### src/rtl/ipr_pkg.sv
package ipr_pkg;
  localparam int unsigned NUM_DST = 4;
  localparam int unsigned FT_W    = 4;

  typedef enum logic [2:0] {
    DST_IO   = 3'd0,
    DST_MSG  = 3'd1,
    DST_MNT  = 3'd2,
    DST_USR  = 3'd3,
    DST_DROP = 3'd4
  } dst_e;

  localparam logic [FT_W-1:0] FT_RD   = 4'd2;
  localparam logic [FT_W-1:0] FT_WR   = 4'd5;
  localparam logic [FT_W-1:0] FT_SWR  = 4'd6;
  localparam logic [FT_W-1:0] FT_MNT  = 4'd8;
  localparam logic [FT_W-1:0] FT_DBL  = 4'd10;
  localparam logic [FT_W-1:0] FT_MSG  = 4'd11;
  localparam logic [FT_W-1:0] FT_RSP  = 4'd13;
endpackage

### src/rtl/ipr_classify.sv
module ipr_classify
  import ipr_pkg::*;
(
  input  logic [FT_W-1:0] ftype_i,
  input  logic            msg_split_i,
  input  logic            usr_en_i,
  output dst_e            dst_o
);
  always_comb begin
    unique case (ftype_i)
      FT_RD, FT_WR, FT_SWR, FT_RSP, FT_DBL: dst_o = DST_IO;
      FT_MSG:  dst_o = msg_split_i ? DST_MSG : DST_IO;
      FT_MNT:  dst_o = DST_MNT;
      default: dst_o = usr_en_i ? DST_USR : DST_DROP;
    endcase
  end
endmodule

### src/rtl/ipr_track.sv
module ipr_track
  import ipr_pkg::*;
(
  input  logic clk_i,
  input  logic rst_ni,
  input  logic fire_i,
  input  logic last_i,
  input  dst_e dst_i,
  output dst_e dst_o,
  output logic mid_o
);
  logic mid_q;
  dst_e held_q;

  always_ff @(posedge clk_i or negedge rst_ni) begin
    if (!rst_ni) begin
      mid_q  <= 1'b0;
      held_q <= DST_DROP;
    end else if (fire_i) begin
      if (last_i) begin
        mid_q <= 1'b0;
      end else if (!mid_q) begin
        mid_q  <= 1'b1;
        held_q <= dst_i;
      end
    end
  end

  // first beat decides; later beats reuse the latched choice
  assign dst_o = mid_q ? held_q : dst_i;
  assign mid_o = mid_q;
endmodule

### src/rtl/ipr_steer.sv
module ipr_steer
  import ipr_pkg::*;
#(
  parameter int unsigned N = NUM_DST
) (
  input  logic         in_valid_i,
  input  dst_e         sel_i,
  input  logic [N-1:0] out_ready_i,
  output logic [N-1:0] out_valid_o,
  output logic         in_ready_o
);
  for (genvar k = 0; k < N; k++) begin : g_out
    assign out_valid_o[k] = in_valid_i && (sel_i == dst_e'(k));
  end

  always_comb begin
    in_ready_o = (sel_i == DST_DROP);
    for (int k = 0; k < int'(N); k++) begin
      if (sel_i == dst_e'(k)) in_ready_o = out_ready_i[k];
    end
  end
endmodule

### src/rtl/ipr_err_flag.sv
module ipr_err_flag (
  input  logic clk_i,
  input  logic rst_ni,
  input  logic first_fire_i,
  input  logic dropped_i,
  output logic err_o
);
  always_ff @(posedge clk_i or negedge rst_ni) begin
    if (!rst_ni)           err_o <= 1'b0;
    else if (first_fire_i) err_o <= dropped_i;
  end
endmodule

### src/rtl/inb_port_router.sv
module inb_port_router
  import ipr_pkg::*;
#(
  parameter int unsigned DATA_W = 64,
  parameter int unsigned FT_LSB = 52
) (
  input  logic              clk_i,
  input  logic              rst_ni,
  input  logic              msg_split_i,
  input  logic              usr_en_i,
  input  logic              s_valid_i,
  output logic              s_ready_o,
  input  logic [DATA_W-1:0] s_data_i,
  input  logic              s_last_i,
  output logic              io_valid_o,
  input  logic              io_ready_i,
  output logic [DATA_W-1:0] io_data_o,
  output logic              io_last_o,
  output logic              msg_valid_o,
  input  logic              msg_ready_i,
  output logic [DATA_W-1:0] msg_data_o,
  output logic              msg_last_o,
  output logic              mnt_valid_o,
  input  logic              mnt_ready_i,
  output logic [DATA_W-1:0] mnt_data_o,
  output logic              mnt_last_o,
  output logic              usr_valid_o,
  input  logic              usr_ready_i,
  output logic [DATA_W-1:0] usr_data_o,
  output logic              usr_last_o,
  output logic              decode_err_o
);
  logic [FT_W-1:0]    ftype;
  dst_e               dst_new, dst_sel;
  logic               mid, fire;
  logic [NUM_DST-1:0] out_valid, out_ready;

  assign ftype = s_data_i[FT_LSB +: FT_W];

  ipr_classify u_classify (
    .ftype_i     (ftype),
    .msg_split_i (msg_split_i),
    .usr_en_i    (usr_en_i),
    .dst_o       (dst_new)
  );

  ipr_track u_track (
    .clk_i  (clk_i),
    .rst_ni (rst_ni),
    .fire_i (fire),
    .last_i (s_last_i),
    .dst_i  (dst_new),
    .dst_o  (dst_sel),
    .mid_o  (mid)
  );

  assign out_ready = {usr_ready_i, mnt_ready_i, msg_ready_i, io_ready_i};

  ipr_steer #(.N(NUM_DST)) u_steer (
    .in_valid_i  (s_valid_i),
    .sel_i       (dst_sel),
    .out_ready_i (out_ready),
    .out_valid_o (out_valid),
    .in_ready_o  (s_ready_o)
  );

  assign fire = s_valid_i && s_ready_o;

  ipr_err_flag u_err (
    .clk_i        (clk_i),
    .rst_ni       (rst_ni),
    .first_fire_i (fire && !mid),
    .dropped_i    (dst_sel == DST_DROP),
    .err_o        (decode_err_o)
  );

  assign {usr_valid_o, mnt_valid_o, msg_valid_o, io_valid_o} = out_valid;
  assign io_data_o  = s_data_i;
  assign msg_data_o = s_data_i;
  assign mnt_data_o = s_data_i;
  assign usr_data_o = s_data_i;
  assign io_last_o  = s_last_i;
  assign msg_last_o = s_last_i;
  assign mnt_last_o = s_last_i;
  assign usr_last_o = s_last_i;

  AST_ONE_DEST: assert property (@(posedge clk_i) disable iff (!rst_ni)
    $onehot0(out_valid));

  AST_MNT_PATH: assert property (@(posedge clk_i) disable iff (!rst_ni)
    (s_valid_i && !mid && ftype == FT_MNT) |-> mnt_valid_o);

  AST_MSG_SPLIT: assert property (@(posedge clk_i) disable iff (!rst_ni)
    (s_valid_i && !mid && ftype == FT_MSG && msg_split_i) |-> msg_valid_o);

  AST_DROP_FULL_RATE: assert property (@(posedge clk_i) disable iff (!rst_ni)
    (s_valid_i && out_valid == '0) |-> s_ready_o);

  AST_ERR_SET: assert property (@(posedge clk_i) disable iff (!rst_ni)
    (fire && out_valid == '0) |=> decode_err_o);

  AST_ERR_CLR: assert property (@(posedge clk_i) disable iff (!rst_ni)
    (fire && !mid && out_valid != '0) |=> !decode_err_o);

  AST_BACKPRESSURE: assert property (@(posedge clk_i) disable iff (!rst_ni)
    (out_valid != '0 && s_ready_o) |-> ((out_valid & out_ready) != '0));

  for (genvar k = 0; k < NUM_DST; k++) begin : g_chk
    AST_KEEP_PORT: assert property (@(posedge clk_i) disable iff (!rst_ni)
      (out_valid[k] && out_ready[k] && !s_last_i) |=> (!s_valid_i || out_valid[k]));
  end
endmodule

### config.mk
export PLATFORM = sky130hd
export DESIGN_NAME = inb_port_router
export DESIGN_NICKNAME = d
export VERILOG_FILES = /design/src/rtl/ipr_pkg.sv /design/src/rtl/ipr_classify.sv /design/src/rtl/ipr_track.sv /design/src/rtl/ipr_steer.sv /design/src/rtl/ipr_err_flag.sv /design/src/rtl/inb_port_router.sv
export SDC_FILE = /design/constraint.sdc
export NUM_CORES = 1
export LEC_CHECK = 0
export BUFFER_PORTS_ARGS = -buffer_cell sky130_fd_sc_hd__clkbuf_2
export CORE_AREA = 2 2 132 134
export DETAILED_ROUTE_END_ITERATION = 10
export DIE_AREA = 0 0 134 136
export PLACE_DENSITY = 0.54
export SYNTH_ARGS = -nofsm -noshare
export SYNTH_HDL_FRONTEND = slang
export SYNTH_HIERARCHICAL = 1
export SYNTH_SLANG_ARGS = --single-unit
### constraint.sdc
create_clock -name clk_i -period 3.4 [get_ports clk_i]
set_input_delay 0.51 -clock clk_i [delete_from_list [all_inputs] [get_ports clk_i]]
set_output_delay 0.51 -clock clk_i [all_outputs]
set_load 0.1 [all_outputs]
==> flow_summary.html, run 1 <==
<table>
<tr><th>Metric</th><th>Value</th></tr>
<tr><th colspan="2">Status</th></tr>
<tr><td>Result of the run</td><td>complete, no violations</td></tr>
<tr><th colspan="2">Final layout</th></tr>
<tr><td>Area Overhead vs Synth</td><td>-56.0%</td></tr>
<tr><td>Layout cells sized above 1</td><td>0.625</td></tr>
<tr><td>Utilization after layout</td><td>0.0629</td></tr>
<tr><td>Number of non-filler instances in the completed layout</td><td>313</td></tr>
<tr><td>Number of nets at the end of the flow</td><td>163</td></tr>
<tr><td>Count of inserted antenna diode cells</td><td>0</td></tr>
<tr><th colspan="2">GRT</th></tr>
<tr><td>Global-route wire length before repair</td><td>5460 um</td></tr>
<tr><td>Total gr overflow</td><td>0</td></tr>
<tr><td>Initial antenna violation count</td><td>0</td></tr>
<tr><td>Overall global routing resource usage</td><td>0.0411</td></tr>
<tr><td>M3 GR Usage</td><td>0.0429</td></tr>
<tr><td>Met2 track demand over resource in global routing</td><td>0.0473</td></tr>
<tr><td>Met1 Usage GRT</td><td>0.0242</td></tr>
<tr><td>Most Crowded Layer GR</td><td>met4</td></tr>
<tr><td>Maximum number of pins on one net before global-route repair</td><td>12</td></tr>
<tr><td>Number of global-route vias before repair</td><td>between 700 and 800</td></tr>
<tr><th colspan="2">Synthesis</th></tr>
<tr><td>Cell types occupying the most area after synthesis</td><td>sky130_fd_sc_hd__buf_4, sky130_fd_sc_hd__dfrtp_1, sky130_fd_sc_hd__mux2_1</td></tr>
<tr><td>Ys Warns</td><td>6</td></tr>
<tr><td>Part of the Yosys area used for sequential elements</td><td>0.0523</td></tr>
<tr><td>Ys async rst share</td><td>1.00</td></tr>
<tr><td>Top cell types by occurrence after synthesis</td><td>sky130_fd_sc_hd__buf_4, sky130_fd_sc_hd__nor2_1, sky130_fd_sc_hd__dfrtp_1, sky130_fd_sc_hd__mux2_1</td></tr>
<tr><td>Mapped Nets</td><td>379</td></tr>
<tr><td>Cell area after technology mapping</td><td>2420 sq um</td></tr>
<tr><td>Most frequent cell after synthesis</td><td>sky130_fd_sc_hd__buf_4</td></tr>
<tr><td>Fraction of synthesized cell area taken by the top area cell type</td><td>0.808</td></tr>
<tr><td>Post-Syn Instances</td><td>~310</td></tr>
<tr><td>Unique masters post-synth</td><td>31</td></tr>
<tr><td>Number of synthesized register bits</td><td>5</td></tr>
<tr><td>Count of flip-flops with a built-in enable after synthesis</td><td>0</td></tr>
<tr><td>Flip-flop cell with the highest count after synthesis</td><td>sky130_fd_sc_hd__dfrtp_1</td></tr>
<tr><td>Mean area per synthesized cell</td><td>7.92 sq um</td></tr>
<tr><td>Library cell occupying the most area in the post-synthesis netlist</td><td>sky130_fd_sc_hd__buf_4</td></tr>
<tr><th colspan="2">Place</th></tr>
<tr><td>Half-perimeter wire length after placement</td><td>around 3500 um</td></tr>
<tr><td>Placed instance count</td><td>309</td></tr>
<tr><td>Number of buffers added on ports</td><td>39</td></tr>
<tr><td>Routability cong.</td><td>approximately 0.66</td></tr>
<tr><td>Dpl ws</td><td>0.333 ns</td></tr>
<tr><th colspan="2">Timing</th></tr>
<tr><td>Max-slew violation count</td><td>0</td></tr>
<tr><td>Final setup violation count</td><td>0</td></tr>
<tr><td>Period Utilization, post-route</td><td>0.850</td></tr>
<tr><td>Final number of hold-violating endpoints</td><td>0</td></tr>
<tr><td>Maximum achievable frequency</td><td>346 MHz</td></tr>
<tr><td>Least-Margin Pin Slew</td><td>0.570 ns</td></tr>
<tr><td>Final min period</td><td>2.89 ns</td></tr>
<tr><td>Unrepaired setup endpoints after global routing</td><td>false</td></tr>
<tr><td>Final sum of negative setup slack</td><td>0 ns</td></tr>
<tr><td>Max transition margin</td><td>0.621</td></tr>
<tr><td>Max Clock Skew</td><td>0.000647 ns</td></tr>
<tr><td>Final worst setup slack</td><td>0.509 ns</td></tr>
<tr><th colspan="2">Routing</th></tr>
<tr><td>Total number of vias</td><td>approximately 740</td></tr>
<tr><td>Detailed Routing Iterations Pass 1</td><td>3</td></tr>
<tr><td>Detail-routed net length per standard cell</td><td>~13 um</td></tr>
<tr><td>Routed Wire Length</td><td>4210 um</td></tr>
<tr><td>Number of DRC markers after the initial detailed-route iteration</td><td>37</td></tr>
<tr><td>DR DRC count</td><td>0</td></tr>
<tr><td>Number of nets with antenna violations after routing</td><td>0</td></tr>
<tr><td>Number of vias per cell</td><td>2.37</td></tr>
<tr><th colspan="2">Setup path</th></tr>
<tr><td>Slowest stage delay, CP</td><td>0.47 ns</td></tr>
<tr><td>Cell with the largest stage delay on the worst path</td><td>sky130_fd_sc_hd__clkbuf_2</td></tr>
<tr><td>Required time at the endpoint of the critical path</td><td>2.89 ns</td></tr>
<tr><td>Critical-path cell list</td><td>clkbuf_2 -&gt; or2b_1 -&gt; nand2_1 -&gt; a221oi_2 -&gt; mux2_1 -&gt; and4bb_1 -&gt; clkbuf_2</td></tr>
<tr><td>Type of element capturing the critical path</td><td>primary output</td></tr>
<tr><td>Worst setup SP type</td><td>input pin</td></tr>
<tr><td>Critical path class</td><td>in -&gt; out</td></tr>
<tr><td>Worst Path Max Fanout</td><td>9</td></tr>
<tr><td>Critical path's most frequent cell</td><td>sky130_fd_sc_hd__clkbuf_2</td></tr>
<tr><td>CP Data Arrival Time</td><td>2.38 ns</td></tr>
<tr><th colspan="2">Floorplanning</th></tr>
<tr><td>Die Width</td><td>134 um</td></tr>
<tr><td>Die Footprint</td><td>18200 sq um</td></tr>
<tr><td>Row count</td><td>48</td></tr>
<tr><td>Height of the die</td><td>136 um</td></tr>
<tr><td>Effective utilization at floorplan</td><td>0.143</td></tr>
<tr><td>Number of I/O pins</td><td>340</td></tr>
<tr><td>Area of the core</td><td>16900 sq um</td></tr>
<tr><th colspan="2">Clocking</th></tr>
<tr><td>Max Buffers Root-to-Sink</td><td>2</td></tr>
<tr><td>H-tree depth</td><td>1</td></tr>
<tr><td>Clock transition at path regs</td><td>roughly 0.03 ns</td></tr>
<tr><td>Clock sink total</td><td>5</td></tr>
<tr><td>CTS tree</td><td>yes</td></tr>
<tr><td>Latest clock arrival within the worst-skew pair</td><td>0.23 ns</td></tr>
<tr><td>Number of post-CTS setup repair buffers</td><td>0</td></tr>
<tr><td>Hold bufs inserted after CTS</td><td>0</td></tr>
<tr><td>Cell at the root of the clock tree</td><td>sky130_fd_sc_hd__clkbuf_16</td></tr>
<tr><td>Number of gates resized after CTS</td><td>0</td></tr>
<tr><td>Cts bufs inserted</td><td>3</td></tr>
<tr><th colspan="2">Power</th></tr>
<tr><td>Power density over the cells</td><td>844 nW/um^2</td></tr>
<tr><td>Peak ir drop on the vdd network</td><td>231 uV</td></tr>
<tr><td>Lkg Pwr</td><td>0.411 nW</td></tr>
<tr><th colspan="2">Worst hold path</th></tr>
<tr><td>Worst min-delay path class</td><td>in -&gt; async</td></tr>
<tr><th colspan="2">Flow run</th></tr>
<tr><td>Max-cap violations</td><td>0</td></tr>
</table>
## where the power goes
| group | switching, W | internal [W] |
|---|---|---|
| Sequential | 0.0000226 | 0.0000883 |
| Clock | 0.0000394 | 0.000155 |
| Combinational | 0.000425 | 0.000165 |
| Total | 0.000487 | 0.000409 |
## worst max-delay path, delay by kind of cell
kind / cells / cell delay (ns)
AOI/OAI and AO/OA: 1 / 0.08
buffers and inverters: 2 / 0.67
muxes: 1 / 0.41
and+or+nand+nor: 3 / 0.71
## cells in the final DEF, fill, tap and decap left out, drive strengths merged
cell type   n
and2        1
and4bb      1
nand4       2
or2b        1
nor4b       2
a21oi       2
a221oi      1
mux2        7
nor3b       2
o311ai      2
dfstp       1
nand3b      1
and3b       1
and4b       1
nor2b       1
o21bai      1
clkbuf     40
o21ai       1
mux2i       1
nor2        5
o2111a      1
buf         3
dfrtp       4
nand3       1
a211o       1
inv         3
nand2       1
## worst paths after layout
check                                               from  slack [ns]                             to  cells after the start
min reg2reg                u_track/held_q[0]$_DFFE_PN0P_        0.48  u_track/held_q[0]$_DFFE_PN0P_                      1
max                                         s_data_i[54]        0.51                    msg_valid_o                      7
max in group asynchronous                         rst_ni        3.09  u_track/held_q[2]$_DFFE_PN1P_                      1
min in group clk_i         u_track/held_q[0]$_DFFE_PN0P_        0.48  u_track/held_q[0]$_DFFE_PN0P_                      1
max reg2reg                    u_track/mid_o$_DFFE_PN0P_        1.04  u_track/held_q[1]$_DFFE_PN0P_                      6
min                                               rst_ni        0.09  u_track/held_q[1]$_DFFE_PN0P_                      1
## layout make-up
type	instances	area, sq um
Multi-Input combinational cell	37	349
Fill cell	1969	15800
Clock buffer	4	78.8
Tap cell	225	282
Sequential cell	5	126
Timing Repair Buffer	39	215
Inverter	3	11.3
## registers in the layout, summed over array words and instances, names as in the netlist
register,count
u_err/err_o,1
u_track/mid_o,1
u_track/held_q,3
## per-stage QoR
stage / instance area, sq um / hold WS [ns] / power [W]
6_report: 1060 / 0.0944 / 0.000896
5_1_grt: 1060 / 0.105 / 0.000940
4_1_cts: 1060 / 0.101 / 0.000907
3_5_place_dp: 983 / 0.339 / 0.000710
3_3_place_gp: 983 / 0.340 / 0.000710
2_1_floorplan: 2440 / 0.214 / 0.00192
## per-layer routing
layer	wire length [um]	up-vias
met3	1060	88
met1	845	246
met5	37	-
met2	1530	142
li1	-	265
met4	726	2
## cells by family (layout without fill, tap and decap cells)
logic type,after synthesis,in the layout,synth area share
AOI/OAI and AO/OA,9,9,0.0342
buffers and inverters,263,46,0.813
and+or+nand+nor,20,20,0.0627
DFF,5,5,0.0523
muxes,8,8,0.0383
Note: power is estimated with default switching activity, not from simulation.
==> inputs of run 2 (changes only) <==
--- a/config.mk
+++ b/config.mk
@@ -10,6 +10,7 @@
 export DETAILED_ROUTE_END_ITERATION = 10
 export DIE_AREA = 0 0 134 136
 export PLACE_DENSITY = 0.54
+export REMOVE_ABC_BUFFERS = 1
 export SYNTH_ARGS = -nofsm -noshare
 export SYNTH_HDL_FRONTEND = slang
 export SYNTH_HIERARCHICAL = 1
==> run 2 against run 1 <==
Effect of this change: maximum frequency down 0.77%; first-iteration DRC count up 110%; sequential cell count unchanged; final area up 0.47%; sequential power about the same; non-clock buffer count up 2; die area unchanged; total power up 0.27%; critical path depth up 2; core utilization about the same; via count up 49%; critical endpoint is now s_ready_o.
==> flow_summary.html, run 2 (synthesis results as in run 1) <==
<table>
<tr><th>Metric</th><th>Value</th></tr>
<tr><th colspan="2">Routing</th></tr>
<tr><td>Total number of vias</td><td>1105 (+49%)</td></tr>
<tr><td>DR DRC count</td><td>0 (unchanged)</td></tr>
<tr><td>Number of nets with antenna violations after routing</td><td>0 (unchanged)</td></tr>
<tr><td>Number of vias per cell</td><td>3.51 (+48%)</td></tr>
<tr><td>Detail-routed net length per standard cell</td><td>63.8 um (+370%)</td></tr>
<tr><td>Detailed Routing Iterations Pass 1</td><td>4 (+1)</td></tr>
<tr><td>Routed Wire Length</td><td>20100 um (+380%)</td></tr>
<tr><td>Number of DRC markers after the initial detailed-route iteration</td><td>78 (+110%)</td></tr>
<tr><th colspan="2">Clocking</th></tr>
<tr><td>CTS tree</td><td>yes</td></tr>
<tr><td>Clock transition at path regs</td><td>0.03 ns (about the same)</td></tr>
<tr><td>Cts bufs inserted</td><td>3 (unchanged)</td></tr>
<tr><td>Max Buffers Root-to-Sink</td><td>2 (unchanged)</td></tr>
<tr><td>Number of gates resized after CTS</td><td>0 (unchanged)</td></tr>
<tr><td>H-tree depth</td><td>1 (unchanged)</td></tr>
<tr><td>Number of post-CTS setup repair buffers</td><td>0 (unchanged)</td></tr>
<tr><td>Clock sink total</td><td>5 (unchanged)</td></tr>
<tr><td>Cell at the root of the clock tree</td><td>sky130_fd_sc_hd__clkbuf_16</td></tr>
<tr><td>Latest clock arrival within the worst-skew pair</td><td>0.22 ns (about the same)</td></tr>
<tr><td>Hold bufs inserted after CTS</td><td>0 (unchanged)</td></tr>
<tr><th colspan="2">Power</th></tr>
<tr><td>Relative contribution of combinational cells to total power</td><td>0.665 (+0.006)</td></tr>
<tr><td>Power density over the cells</td><td>842 nW/um^2 (-0.20%)</td></tr>
<tr><td>Power share of the clock group</td><td>0.212 (-0.005)</td></tr>
<tr><td>Peak ir drop on the vdd network</td><td>262 uV (+13%)</td></tr>
<tr><td>Net switching component of the power</td><td>0.000476 W (-2.2%)</td></tr>
<tr><td>Switching power share of the total</td><td>0.530 (-0.0132)</td></tr>
<tr><td>Relative contribution of sequential cells to total power</td><td>0.123 (about the same)</td></tr>
<tr><td>Lkg Pwr</td><td>0.417 nW (+1.4%)</td></tr>
<tr><td>Internal power component</td><td>0.000422 W (+3.2%)</td></tr>
<tr><th colspan="2">Floorplanning</th></tr>
<tr><td>Area of the core</td><td>16900 sq um (unchanged)</td></tr>
<tr><td>Effective utilization at floorplan</td><td>0.143 (unchanged)</td></tr>
<tr><td>Number of I/O pins</td><td>340 (unchanged)</td></tr>
<tr><td>Die Width</td><td>134 um (unchanged)</td></tr>
<tr><td>Height of the die</td><td>136 um (unchanged)</td></tr>
<tr><td>Row count</td><td>48 (unchanged)</td></tr>
<tr><td>Die Footprint</td><td>18200 sq um (unchanged)</td></tr>
<tr><th colspan="2">Place</th></tr>
<tr><td>Placed instance count</td><td>311 (+0.65%)</td></tr>
<tr><td>Routability cong.</td><td>0.846 (+29%)</td></tr>
<tr><td>Half-perimeter wire length after placement</td><td>16400 um (+370%)</td></tr>
<tr><td>Placed instance area</td><td>988 sq um (+0.51%)</td></tr>
<tr><td>Number of buffers added on ports</td><td>39 (unchanged)</td></tr>
<tr><th colspan="2">Final layout</th></tr>
<tr><td>Number of non-filler instances in the completed layout</td><td>315 (+0.64%)</td></tr>
<tr><td>Post-route cell area</td><td>1070 sq um (+0.47%)</td></tr>
<tr><td>Filler Cell Count</td><td>1968 (-0.051%)</td></tr>
<tr><td>Most common cell after layout, fill and taps aside</td><td>sky130_fd_sc_hd__clkbuf_2</td></tr>
<tr><td>Leading cell types in the layout, fill and taps excluded</td><td>sky130_fd_sc_hd__clkbuf_2, sky130_fd_sc_hd__nor2_1, sky130_fd_sc_hd__dfrtp_1, sky130_fd_sc_hd__mux2_1</td></tr>
<tr><td>Area Overhead vs Synth</td><td>-55.8%</td></tr>
<tr><td>Flip-flop count of the largest register after layout</td><td>3 (unchanged)</td></tr>
<tr><td>Number of nets at the end of the flow</td><td>165 (+1.2%)</td></tr>
<tr><td>Layout cells sized above 1</td><td>0.611 (-0.0139)</td></tr>
<tr><td>Top register by number of flip-flops</td><td>u_track/held_q</td></tr>
<tr><td>Utilization after layout</td><td>0.0632 (+0.000297)</td></tr>
<tr><td>Count of inserted antenna diode cells</td><td>0 (unchanged)</td></tr>
<tr><th colspan="2">Setup path</th></tr>
<tr><td>Cell with the largest stage delay on the worst path</td><td>sky130_fd_sc_hd__mux2_2</td></tr>
<tr><td>Required time at the endpoint of the critical path</td><td>2.89 ns (about the same)</td></tr>
<tr><td>Crit path max-delay family</td><td>buffers and inverters</td></tr>
<tr><td>Type of element capturing the critical path</td><td>primary output</td></tr>
<tr><td>Critical path class</td><td>in -&gt; out</td></tr>
<tr><td>Slowest stage delay, CP</td><td>0.36 ns (-0.11 ns)</td></tr>
<tr><td>Worst Path Max Fanout</td><td>9 (unchanged)</td></tr>
<tr><td>CP Data Arrival Time</td><td>2.40 ns (+0.02 ns)</td></tr>
<tr><td>Worst Path Buf+Inv</td><td>3 (+1)</td></tr>
<tr><td>Critical-path cell list</td><td>clkbuf_2 -&gt; or2b_1 -&gt; nand4_1 -&gt; o311ai_1 -&gt; mux2_2 -&gt; mux2i_1 -&gt; o311ai_2 -&gt; buf_4 -&gt; buf_12</td></tr>
<tr><td>Worst setup SP type</td><td>input pin</td></tr>
<tr><th colspan="2">Timing</th></tr>
<tr><td>Final number of hold-violating endpoints</td><td>0 (unchanged)</td></tr>
<tr><td>Least-Margin Pin Slew</td><td>0.583 ns (+0.0123 ns)</td></tr>
<tr><td>Final sum of negative setup slack</td><td>0 ns (unchanged)</td></tr>
<tr><td>Unrepaired setup endpoints after global routing</td><td>false</td></tr>
<tr><td>Max-slew violation count</td><td>0 (unchanged)</td></tr>
<tr><td>Final setup violation count</td><td>0 (unchanged)</td></tr>
<tr><td>Max transition margin</td><td>0.613 (-0.00815)</td></tr>
<tr><td>Period Utilization, post-route</td><td>0.857 (+0.00659)</td></tr>
<tr><td>Maximum achievable frequency</td><td>343 MHz (-0.77%)</td></tr>
<tr><td>Final min period</td><td>2.91 ns (+0.0224 ns)</td></tr>
<tr><td>Max Clock Skew</td><td>0.000183 ns (-0.000464 ns)</td></tr>
<tr><th colspan="2">GRT</th></tr>
<tr><td>Global-route wire length before repair</td><td>22700 um (+310%)</td></tr>
<tr><td>Maximum number of pins on one net before global-route repair</td><td>12 (unchanged)</td></tr>
<tr><td>Number of global-route vias before repair</td><td>940 (+19%)</td></tr>
<tr><td>Initial antenna violation count</td><td>0 (unchanged)</td></tr>
<tr><td>Total gr overflow</td><td>0 (unchanged)</td></tr>
<tr><td>Overall global routing resource usage</td><td>0.211 (+0.169)</td></tr>
<tr><th colspan="2">Status</th></tr>
<tr><td>Result of the run</td><td>complete, no violations</td></tr>
<tr><th colspan="2">Flow run</th></tr>
<tr><td>Max-cap violations</td><td>0 (unchanged)</td></tr>
<tr><th colspan="2">Worst hold path</th></tr>
<tr><td>Worst min-delay path class</td><td>in -&gt; async</td></tr>
</table>
run 2: cell types whose count changed in the layout (fill, tap and decap cells not counted):
cell / delta
sky130_fd_sc_hd__buf_12: +1
sky130_fd_sc_hd__nor4b_1: +2
sky130_fd_sc_hd__buf_4: +1
sky130_fd_sc_hd__nor4b_2: -2
sky130_fd_sc_hd__o311ai_4: -1
sky130_fd_sc_hd__o311ai_2: +1
run 2: power by group through the flow:
| stage | Sequential [W] | Combinational, W | Clock [W] |
|---|---|---|---|
| after floorplan | 0.000132 | 0.000322 | 0 |
| after global placement | 0.000111 | 0.000604 | 0 |
| after detailed placement | 0.000111 | 0.000603 | 0 |
| after CTS | 0.000111 | 0.000606 | 0.000196 |
| after global routing | 0.000115 | 0.000632 | 0.000201 |
| final | 0.000110 | 0.000597 | 0.000191 |
run 2: final timing paths:
| kind | end | slack, ns | cells past startpoint | startpoint |
|---|---|---|---|---|
| worst max-delay path | s_ready_o | 0.49 | 9 | s_data_i[54] |
| worst min-delay path | u_err/err_o$_DFFE_PN0P_ | 0.10 | 1 | rst_ni |
| max in group asynchronous | u_track/held_q[2]$_DFFE_PN1P_ | 3.08 | 1 | rst_ni |
| min in group clk_i | u_track/held_q[0]$_DFFE_PN0P_ | 0.49 | 1 | u_track/held_q[0]$_DFFE_PN0P_ |
| worst max register to register | u_track/held_q[1]$_DFFE_PN0P_ | 1.12 | 6 | u_track/mid_o$_DFFE_PN0P_ |
| worst min register to register | u_track/held_q[0]$_DFFE_PN0P_ | 0.49 | 1 | u_track/held_q[0]$_DFFE_PN0P_ |
run 2: stage by stage:
stage | setup WS [ns] | hold slack [ns] | total power [W]
after floorplan | -1.58 | 0.214 | 0.000454
after global placement | 0.410 | 0.335 | 0.000715
after detailed placement | 0.391 | 0.341 | 0.000715
after CTS | 0.441 | 0.104 | 0.000912
after global routing | 0.331 | 0.104 | 0.000948
final | 0.487 | 0.103 | 0.000898
run 2: final cells by class:
cell class	instances	area, sq um	share of cell area
well taps	225	282	0.264
flip-flops and latches	5	126	0.118
multi-input cells	37	327	0.306
inverters	3	11.3	0.0106
clock buffers	4	78.8	0.0739
repair buffers	41	243	0.227
run 2: worst register-to-register path, cell delays in order, from the launching register on:
cell and delay [ns]:
sky130_fd_sc_hd__dfrtp_1 0.48, sky130_fd_sc_hd__mux2_2 0.45, sky130_fd_sc_hd__mux2i_1 0.17, sky130_fd_sc_hd__o311ai_2 0.26
sky130_fd_sc_hd__and2_1 0.21, sky130_fd_sc_hd__nor3b_4 0.25, sky130_fd_sc_hd__mux2_1 0.34
run 2: layer usage:
metal | part of all wire | track usage
met2 | 0.48 | 0.351
met3 | 0.31 | 0.308
met5 | 0.0073 | 0.0806
met4 | 0.039 | 0.0745
met1 | 0.17 | 0.104
==> inputs of run 3 (changes only) <==
--- a/config.mk
+++ b/config.mk
@@ -6,10 +6,12 @@
 export NUM_CORES = 1
 export LEC_CHECK = 0
 export BUFFER_PORTS_ARGS = -buffer_cell sky130_fd_sc_hd__clkbuf_2
-export CORE_AREA = 2 2 132 134
+export CELL_PAD_IN_SITES_DETAIL_PLACEMENT = 0
+export CELL_PAD_IN_SITES_GLOBAL_PLACEMENT = 1
+export CORE_AREA = 2 2 131 133
 export DETAILED_ROUTE_END_ITERATION = 10
-export DIE_AREA = 0 0 134 136
-export PLACE_DENSITY = 0.54
+export DIE_AREA = 0 0 133 135
+export PLACE_DENSITY = 0.77
 export REMOVE_ABC_BUFFERS = 1
 export SYNTH_ARGS = -nofsm -noshare
 export SYNTH_HDL_FRONTEND = slang
==> run 3 against run 2 <==
Effect of this change: non-clock buffer count fell by 2; sequential power barely moved; setup slack worse by 0.13 ns; final area shrank 4.8%; routed wire length decreased by 1.1%; count of clock-buffer cells in the layout unchanged; total power is 7.8% lower; register-to-register slack hardly changed; combinational power shrank 12%; final cell count shrank 2.2%; largest power group unchanged; highest routed layer unchanged.
==> flow_summary.html, run 3 (synthesis results as in run 1) <==
<table>
<tr><th>Metric</th><th>Value</th></tr>
<tr><th colspan="2">Status</th></tr>
<tr><td>Result of the run</td><td>complete, no violations</td></tr>
<tr><th colspan="2">Floorplanning</th></tr>
<tr><td>Height of the die</td><td>135 um (-0.74%)</td></tr>
<tr><td>Die Width</td><td>133 um (-0.75%)</td></tr>
<tr><td>Area of the core</td><td>16400 sq um (-2.8%)</td></tr>
<tr><td>Number of I/O pins</td><td>340 (unchanged)</td></tr>
<tr><td>Die Footprint</td><td>18000 sq um (-1.5%)</td></tr>
<tr><td>Effective utilization at floorplan</td><td>0.147 (+0.00409)</td></tr>
<tr><td>Row count</td><td>47 (-2.1%)</td></tr>
<tr><th colspan="2">Setup path</th></tr>
<tr><td>Crit path max-delay family</td><td>buffers and inverters</td></tr>
<tr><td>Cell with the largest stage delay on the worst path</td><td>sky130_fd_sc_hd__clkbuf_2</td></tr>
<tr><td>Number of logic stages on the critical path including buffering</td><td>8 (-1)</td></tr>
<tr><td>Worst setup SP type</td><td>input pin</td></tr>
<tr><td>Worst Path Max Fanout</td><td>10 (+1)</td></tr>
<tr><td>Worst Path Buf+Inv</td><td>3 (unchanged)</td></tr>
<tr><td>Critical path's most frequent cell</td><td>sky130_fd_sc_hd__clkbuf_2</td></tr>
<tr><td>Required time at the endpoint of the critical path</td><td>2.89 ns (about the same)</td></tr>
<tr><td>Critical path class</td><td>in -&gt; out</td></tr>
<tr><td>Worst r2r path cells</td><td>6 (unchanged)</td></tr>
<tr><td>CP Data Arrival Time</td><td>2.53 ns (+0.13 ns)</td></tr>
<tr><td>Critical-path cell list</td><td>clkbuf_2 -&gt; nor2b_2 -&gt; o21bai_1 -&gt; a221oi_2 -&gt; mux2_1 -&gt; inv_2 -&gt; nor4b_1 -&gt; clkbuf_2</td></tr>
<tr><td>Slowest stage delay, CP</td><td>0.51 ns (+0.15 ns)</td></tr>
<tr><td>Type of element capturing the critical path</td><td>primary output</td></tr>
<tr><th colspan="2">Routing</th></tr>
<tr><td>Number of nets with antenna violations after routing</td><td>0 (unchanged)</td></tr>
<tr><td>Routed Wire Length</td><td>19900 um (-1.1%)</td></tr>
<tr><td>Total number of vias</td><td>1129 (+2.2%)</td></tr>
<tr><td>Detailed Routing Iterations Pass 1</td><td>4 (unchanged)</td></tr>
<tr><td>Number of vias per cell</td><td>3.67 (+4.5%)</td></tr>
<tr><td>Number of DRC markers after the initial detailed-route iteration</td><td>66 (-15%)</td></tr>
<tr><td>Detail-routed net length per standard cell</td><td>64.5 um (+1.1%)</td></tr>
<tr><td>DR DRC count</td><td>0 (unchanged)</td></tr>
<tr><th colspan="2">GRT</th></tr>
<tr><td>Number of global-route vias before repair</td><td>891 (-5.2%)</td></tr>
<tr><td>Initial antenna violation count</td><td>0 (unchanged)</td></tr>
<tr><td>Overall global routing resource usage</td><td>0.210 (-0.000372)</td></tr>
<tr><td>Maximum number of pins on one net before global-route repair</td><td>12 (unchanged)</td></tr>
<tr><td>Global-route wire length before repair</td><td>22500 um (-0.91%)</td></tr>
<tr><td>Total gr overflow</td><td>0 (unchanged)</td></tr>
<tr><th colspan="2">Final layout</th></tr>
<tr><td>Number of non-filler instances in the completed layout</td><td>308 (-2.2%)</td></tr>
<tr><td>Most common cell after layout, fill and taps aside</td><td>sky130_fd_sc_hd__clkbuf_2</td></tr>
<tr><td>Flip-flop count of the largest register after layout</td><td>3 (unchanged)</td></tr>
<tr><td>Area Overhead vs Synth</td><td>-57.9%</td></tr>
<tr><td>Post-route cell area</td><td>1020 sq um (-4.8%)</td></tr>
<tr><td>Top register by number of flip-flops</td><td>u_track/held_q</td></tr>
<tr><td>Leading cell types in the layout, fill and taps excluded</td><td>sky130_fd_sc_hd__clkbuf_2, sky130_fd_sc_hd__nor2_1, sky130_fd_sc_hd__dfrtp_1, sky130_fd_sc_hd__mux2_1, sky130_fd_sc_hd__clkbuf_16</td></tr>
<tr><td>Number of nets at the end of the flow</td><td>163 (-1.2%)</td></tr>
<tr><td>Count of inserted antenna diode cells</td><td>0 (unchanged)</td></tr>
<tr><td>Layout cells sized above 1</td><td>0.602 (-0.00884)</td></tr>
<tr><th colspan="2">Flow run</th></tr>
<tr><td>Max-cap violations</td><td>0 (unchanged)</td></tr>
<tr><th colspan="2">Place</th></tr>
<tr><td>Placed instance area</td><td>937 sq um (-5.2%)</td></tr>
<tr><td>Placed instance count</td><td>304 (-2.3%)</td></tr>
<tr><td>Dpl ws</td><td>0.339 ns (-0.0515 ns)</td></tr>
<tr><td>Half-perimeter wire length after placement</td><td>16000 um (-2.7%)</td></tr>
<tr><td>Number of buffers added on ports</td><td>39 (unchanged)</td></tr>
<tr><td>Routability cong.</td><td>0.742 (-12%)</td></tr>
<tr><th colspan="2">Timing</th></tr>
<tr><td>Final worst setup slack</td><td>0.356 ns (-0.131 ns)</td></tr>
<tr><td>Hold Slack</td><td>0.0944 ns (-0.00864 ns)</td></tr>
<tr><td>Final min period</td><td>3.04 ns (+0.131 ns)</td></tr>
<tr><td>Final setup violation count</td><td>0 (unchanged)</td></tr>
<tr><td>Final number of hold-violating endpoints</td><td>0 (unchanged)</td></tr>
<tr><td>Unrepaired setup endpoints after global routing</td><td>false</td></tr>
<tr><td>Max Clock Skew</td><td>0.00196 ns (+0.00178 ns)</td></tr>
<tr><td>Maximum achievable frequency</td><td>329 MHz (-4.3%)</td></tr>
<tr><td>Period Utilization, post-route</td><td>0.895 (+0.0385)</td></tr>
<tr><td>Least-Margin Pin Slew</td><td>0.614 ns (+0.0316 ns)</td></tr>
<tr><td>Max-slew violation count</td><td>0 (unchanged)</td></tr>
<tr><td>Max transition margin</td><td>0.592 (-0.0210)</td></tr>
<tr><td>Final sum of negative setup slack</td><td>0 ns (unchanged)</td></tr>
<tr><th colspan="2">Power</th></tr>
<tr><td>Power density over the cells</td><td>815 nW/um^2 (-3.2%)</td></tr>
<tr><td>Peak ir drop on the vdd network</td><td>638 uV (+140%)</td></tr>
<tr><td>Lkg Pwr</td><td>0.398 nW (-4.6%)</td></tr>
<tr><th colspan="2">Clocking</th></tr>
<tr><td>H-tree depth</td><td>1 (unchanged)</td></tr>
<tr><td>Hold bufs inserted after CTS</td><td>0 (unchanged)</td></tr>
<tr><td>Latest clock arrival within the worst-skew pair</td><td>0.22 ns (about the same)</td></tr>
<tr><td>Clock transition at path regs</td><td>0.03 ns (about the same)</td></tr>
<tr><td>Max Buffers Root-to-Sink</td><td>2 (unchanged)</td></tr>
<tr><td>Number of post-CTS setup repair buffers</td><td>0 (unchanged)</td></tr>
<tr><td>Cts bufs inserted</td><td>3 (unchanged)</td></tr>
<tr><td>CTS tree</td><td>yes</td></tr>
<tr><td>Number of gates resized after CTS</td><td>0 (unchanged)</td></tr>
<tr><td>Cell at the root of the clock tree</td><td>sky130_fd_sc_hd__clkbuf_16</td></tr>
<tr><td>Clock sink total</td><td>5 (unchanged)</td></tr>
<tr><th colspan="2">Worst hold path</th></tr>
<tr><td>Worst min-delay path class</td><td>in -&gt; async</td></tr>
</table>
run 3: power by group:
group | switching (W) | internal (W) | leakage (nW)
Clock | 0.0000365 | 0.000155 | 0.0382
Sequential | 0.0000222 | 0.0000882 | 0.0603
Combinational | 0.000403 | 0.000123 | 0.299
run 3: through the flow:
| stage | power [W] | util |
|---|---|---|
| after floorplan | 0.000454 | - |
| after global placement | 0.000637 | 0.0571 |
| after detailed placement | 0.000637 | 0.0571 |
| after CTS | 0.000834 | 0.0619 |
| after global routing | 0.000870 | 0.0619 |
| final | 0.000828 | 0.0619 |
run 3: final cells by class:
type	instances	area [sq um]
flip-flops and latches	5	126
fillers	1920	15400
clock buffers	4	78.8
repair buffers	39	198
well taps	220	275
multi-input cells	37	327
inverters	3	11.3
run 3: final timing paths:
kind                                                from                             to  slack [ns]
min in group clk_i         u_track/held_q[0]$_DFFE_PN0P_  u_track/held_q[0]$_DFFE_PN0P_        0.48
max in group asynchronous                         rst_ni  u_track/held_q[2]$_DFFE_PN1P_        3.09
hold / removal                                    rst_ni        u_err/err_o$_DFFE_PN0P_        0.09
hold reg to reg            u_track/held_q[0]$_DFFE_PN0P_  u_track/held_q[0]$_DFFE_PN0P_        0.48
setup / recovery                            s_data_i[55]                    mnt_valid_o        0.36
setup reg to reg               u_track/mid_o$_DFFE_PN0P_  u_track/held_q[1]$_DFFE_PN0P_        1.12
run 3: layer usage:
layer | share of wire | track usage
met1 | 0.20 | 0.121
met2 | 0.45 | 0.334
met3 | 0.30 | 0.297
met4 | 0.043 | 0.0753
met5 | 0.0099 | 0.0889
run 3: worst reg2reg max path, delay by kind of cell, from the launching register on:
family / cells / cell delay (ns)
AOI/OAI and AO/OA: 1 / 0.27
and+or+nand+nor: 2 / 0.48
muxes: 3 / 0.94
DFF: 1 / 0.47
